--- config.mk ---
export PLATFORM = sky130hd
export DESIGN_NAME = fracn_main_div
export DESIGN_NICKNAME = d
export VERILOG_FILES = /design/src/rtl/fracn_pkg.sv /design/src/rtl/fracn_acc.sv /design/src/rtl/fracn_cnt.sv /design/src/rtl/fracn_main_div.sv
export SDC_FILE = /design/constraint.sdc
export NUM_CORES = 1
export LEC_CHECK = 0
export BUFFER_PORTS_ARGS = -buffer_cell sky130_fd_sc_hd__buf_2
export CORE_MARGIN = 2
export CORE_UTILIZATION = 54
export CTS_CLUSTER_DIAMETER = 200
export DETAILED_ROUTE_END_ITERATION = 16
export GPL_TIMING_DRIVEN = 0
export PLACE_DENSITY_LB_ADDON = 0.05
export SYNTH_ARGS = -nofsm -noshare
export SYNTH_HDL_FRONTEND = slang
export SYNTH_SLANG_ARGS = --single-unit
--- constraint.sdc ---
create_clock -name clk -period 12.7 [get_ports clk]
set_input_delay 2.54 -clock clk [delete_from_list [all_inputs] [get_ports clk]]
set_output_delay 2.54 -clock clk [all_outputs]
set_load 0.01 [all_outputs]
--- src/rtl/fracn_pkg.sv ---
package fracn_pkg;
  localparam int N_W     = 16;
  localparam int NF_W    = 3;
  localparam int ACC_W   = 3;
  localparam int Q_BASE  = 8;
  localparam int Q_ALT   = 5;
  localparam int SUM_W   = ACC_W + 1;
  localparam int SUB_MAX = 3;

  typedef struct packed {
    logic             ovf;
    logic [ACC_W-1:0] acc;
  } frac_step_t;

  function automatic logic [SUM_W-1:0] modulus(input logic fmod);
    return fmod ? SUM_W'(Q_ALT) : SUM_W'(Q_BASE);
  endfunction

  function automatic frac_step_t frac_step(input logic [ACC_W-1:0] acc,
                                           input logic [NF_W-1:0]  nf,
                                           input logic             fmod);
    frac_step_t       r;
    logic [SUM_W-1:0] sum;
    logic [SUM_W-1:0] q;
    q     = modulus(fmod);
    sum   = SUM_W'(acc) + SUM_W'(nf);
    r.ovf = (sum >= q);
    for (int i = 0; i < SUB_MAX; i++) begin
      if (sum >= q) sum = sum - q;
    end
    r.acc = sum[ACC_W-1:0];
    return r;
  endfunction
endpackage

--- src/rtl/fracn_acc.sv ---
module fracn_acc
  import fracn_pkg::*;
(
  input  logic             clk,
  input  logic             rst_n,
  input  logic             en,
  input  logic             step,
  input  logic [NF_W-1:0]  nf,
  input  logic             fmod,
  output logic [ACC_W-1:0] acc,
  output logic             ovf
);
  frac_step_t nxt;

  always_comb nxt = frac_step(acc, nf, fmod);
  assign ovf = nxt.ovf;

  always_ff @(posedge clk or negedge rst_n) begin
    if (!rst_n)      acc <= '0;
    else if (!en)    acc <= '0;
    else if (step)   acc <= nxt.acc;
  end
endmodule

--- src/rtl/fracn_cnt.sv ---
module fracn_cnt
  import fracn_pkg::*;
(
  input  logic           clk,
  input  logic           rst_n,
  input  logic           en,
  input  logic [N_W-1:0] nmain,
  input  logic           stretch,
  output logic           tc
);
  logic [N_W-1:0] cnt;

  assign tc = en && (cnt == '0);

  always_ff @(posedge clk or negedge rst_n) begin
    if (!rst_n)    cnt <= '0;
    else if (!en)  cnt <= nmain - N_W'(1);
    else if (tc)   cnt <= nmain - N_W'(1) + N_W'(stretch);
    else           cnt <= cnt - N_W'(1);
  end
endmodule

--- src/rtl/fracn_main_div.sv ---
module fracn_main_div
  import fracn_pkg::*;
(
  input  logic             clk,
  input  logic             rst_n,
  input  logic             en,
  input  logic [N_W-1:0]   nmain_in,
  input  logic [NF_W-1:0]  nf_in,
  input  logic             fmod_in,
  output logic             tc_o,
  output logic             sync_o,
  output logic [ACC_W-1:0] frac_idx_o
);
  logic cyc_end;
  logic step_ovf;

  fracn_cnt u_cnt (
    .clk     (clk),
    .rst_n   (rst_n),
    .en      (en),
    .nmain   (nmain_in),
    .stretch (step_ovf),
    .tc      (cyc_end)
  );

  fracn_acc u_acc (
    .clk   (clk),
    .rst_n (rst_n),
    .en    (en),
    .step  (cyc_end),
    .nf    (nf_in),
    .fmod  (fmod_in),
    .acc   (frac_idx_o),
    .ovf   (step_ovf)
  );

  assign tc_o   = cyc_end;
  assign sync_o = cyc_end;
endmodule

==> impl_metrics.csv <==
group,metric,value,unit
cts,clkTransAtPathRegs,70,ps
synth,ys.flop_type,"dfrtp_1",
cts,cts_resized,0,
floorplanning,ios,28,
sta,slew_viol_final,0,
sta,slew_headroom,35.4,%
critical_path,critPathBufInv,2,
pwr,p_total,0.194,mW
synth,async_reset_ff_share,100,%
critical_path,reg2reg_depth,22,
place,place_congestion,0.850,
grt,grt_use_met3,1.73,%
sta,finalCritPeriodShare,54.4,%
pwr,power_leakage,1.11,nW
pwr,ir_worst_vdd,0.0000390,V
sta,period_needed,6910,ps
routing,vias,2403,
critical_path,crit_chain,"buf_2 > ha_1 > fa_1 > xor2_1 > ha_1 > a21oi_1 > a31o_2 > nand2_1 > nor2_1 > a21oi_1 > ha_1 > o21a_1 > o21ai_0 > a211o_1 > mux2i_1 > ha_1 > inv_1 > a21o_1 > a21o_1 > a21oi_1 > o21bai_1 > o221ai_1 > a21oi_1",
grt,grt_util_met1,36.1,%
cts,cts_tree,"yes",
sta,hold_ws,642,ps
routing,drc_errors,0,
routing,drt-wirelength-per-cell,14.9,um
synth,synth_common_cells,"nor2_1, nand2_1, o21ai_0",
grt,grt_max_degree,20,
grt,antenna_found_initial,0,
critical_path,cp.required,12880,ps
grt,grt_most_used_layer,"met2",
synth,ys_top_cells_by_area,"dfrtp_1, ha_1, xnor2_1, xor2_1, o21ai_0",
floorplanning,die_y,70.4,um
grt,track_usage,24.7,%
synth,synth.yosys.seq_area_share,20.0,%
grt,grt_pass1_wl,10000,um
cts,cts_hold_buf,0,
synth,synth_fp_nets,352,
cts,clk_path_buf_depth,2,
synth,synth_enable_flop_cells,0,
grt,overflow,0,
floorplanning,rows,24,
worst_hold_path,min_from,"u_cnt.cnt[14]",
cts,cts_setup_buffers,0,
worst_hold_path,min_path_cells,2,
routing,drtIter0Drc,145,
sta,fin_setup_tns,0,ps
floorplanning,core-area,4290,um2
critical_path,worstSetupEndpointType,"flip-flop",
routing,antenna_left,0,
flow_run,maxCapViolCount,0,
cts,htree_levels,1,
critical_path,critPathMaxFanout,7,
synth,ys_types,61,
synth,ys.warnings.count,0,
synth,synth_seq_cells,19,
critical_path,r2r_slack,7750,ps
finish,synthToLayoutAreaGrowth,9.30,%
sta,hold_viol,0,
routing,dr.pass1.iters,7,
critical_path,r2r-start,"u_acc.acc[0]",
critical_path,crit_type,"input port to flip-flop",
outcome,status,"finished clean",
floorplanning,start_util,55.5,%
routing,vias_per_cell,6.18,
cts,clock_latency,250,ps
pwr,pwr_density_cell,74.6,nW/um2
cts,clock-sinks,19,
grt,grt_pass1_vias,2123,
critical_path,worst_path_max_delay_cell,"ha_1",
finish,n_antenna_cell,0,
finish,num-nets-final,379,
critical_path,cp_top_family,"compound AO/OA/AOI/OAI gates",
critical_path,worst-endpoint-arrival,7100,ps
worst_hold_path,min_delay_worst_endpoint,"u_cnt.cnt[14]",
sta,rsz0062_at_grt,"no",
sta,finalClockSkew,1.76,ps
sta,fmax,145,MHz
synth,synth_area,2380,um2
place,portBuffers,22,
critical_path,max_stage_delay,390,ps
synth,synthMostInstantiatedCell,"nor2_1",
grt,use_met2,40.6,%
sta,worst_slew_pin_slew,959,ps
place,hpwlAfterDp,4590,um
worst_hold_path,worstHoldPathType,"flip-flop to flip-flop",
floorplanning,die_w,70.4,um
floorplanning,fp.dieArea,4960,um2
synth,avgSynthCellArea,7.66,um2
synth,yosys.area.top_type,"dfrtp_1",
routing,wl,5780,um
critical_path,r2r-end,"u_acc.acc[2]",
cts,ctsRootBufferMaster,"clkbuf_8",
cts,cts_buffers,3,
synth,synthCells,311,
critical_path,startpoint_type,"input port",
finish,drive_gt1_share,11.0,%
synth,synth_top_area_share,20.0,%
sta,setup_viol,0,
==> layer usage <==
metal  wire length, um  vias up
met5                 0        -
met4                31        0
met3               317        4
met2              2620       84
met1              2810     1106
li1                  -     1209
==> layout by cell type, fill, tap and decap left out, drive strengths merged, types with 3 or more instances in the layout <==
cell type / count
o21ai: 21
o31ai: 3
nand2b: 4
nor2: 26
a211oi: 3
mux2i: 6
or4: 4
inv: 15
o21a: 6
buf: 25
nor4: 9
xor2: 13
a31oi: 5
o21bai: 3
clkbuf: 13
nand3: 9
a21oi: 19
dfrtp: 19
or3: 6
a21o: 8
nor3: 18
o22a: 3
a22oi: 5
ha: 17
and3: 3
nand2: 24
xnor2: 18
==> cell families after synthesis <==
group	synth area share (%)
simple gates	24.8
compound gates	26.3
xor+xnor	11.4
buf+inv	4.78
flops	20.0
fa+ha+maj	9.77
mux	2.99
==> worst min-delay path: stages, from the launching register on <==
cell and delay, ps:
dfrtp_1 360, xnor2_1 150, a211oi_1 90
==> final cells by class <==
cell class,instances,area (um2)
Tap cell,52,65.1
Clock inverter,1,5.00
Sequential cell,19,475
Inverter,16,60.1
Timing Repair Buffer,22,110
Clock buffer,3,41.3
Buffer,13,53.8
Fill cell,410,1690
Multi-Input combinational cell,263,1790
==> how the worst max path moves through the flow <==
stage | to | slack (ps) | startpoint | cells past startpoint
global route | u_acc.acc[2] | 5320 | nf_in[0] | 25
detailed placement | u_acc.acc[2] | 5560 | nf_in[0] | 23
global placement | u_acc.acc[2] | 5550 | nf_in[0] | 25
floorplan | u_acc.acc[2] | 6150 | nf_in[0] | 24
finish | u_acc.acc[2] | 5790 | nf_in[0] | 23
CTS | u_acc.acc[2] | 5800 | nf_in[0] | 23
==> where the power goes <==
part           switching (mW)  leakage (nW)  internal (mW)
clock network          0.0199        0.0255         0.0218
logic                  0.0449         0.858         0.0348
registers             0.00620         0.224         0.0668
total                  0.0710          1.11          0.123
==> through the flow <==
step                      setup WS [ps]  utilization, %  area, um2  std cells
final                              5790            60.6       2600        389
after global routing               5320            60.6       2600        389
after CTS                          5800            60.6       2600        389
after detailed placement           5560            59.6       2560        385
after global placement             5550            59.6       2560        385
after floorplan                    6150               -       2380        311
==> state kept, by name (all words and copies together), names as in the netlist <==
name,count
u_acc.acc,3
u_cnt.cnt,16
(Power assumes the default switching activity.)
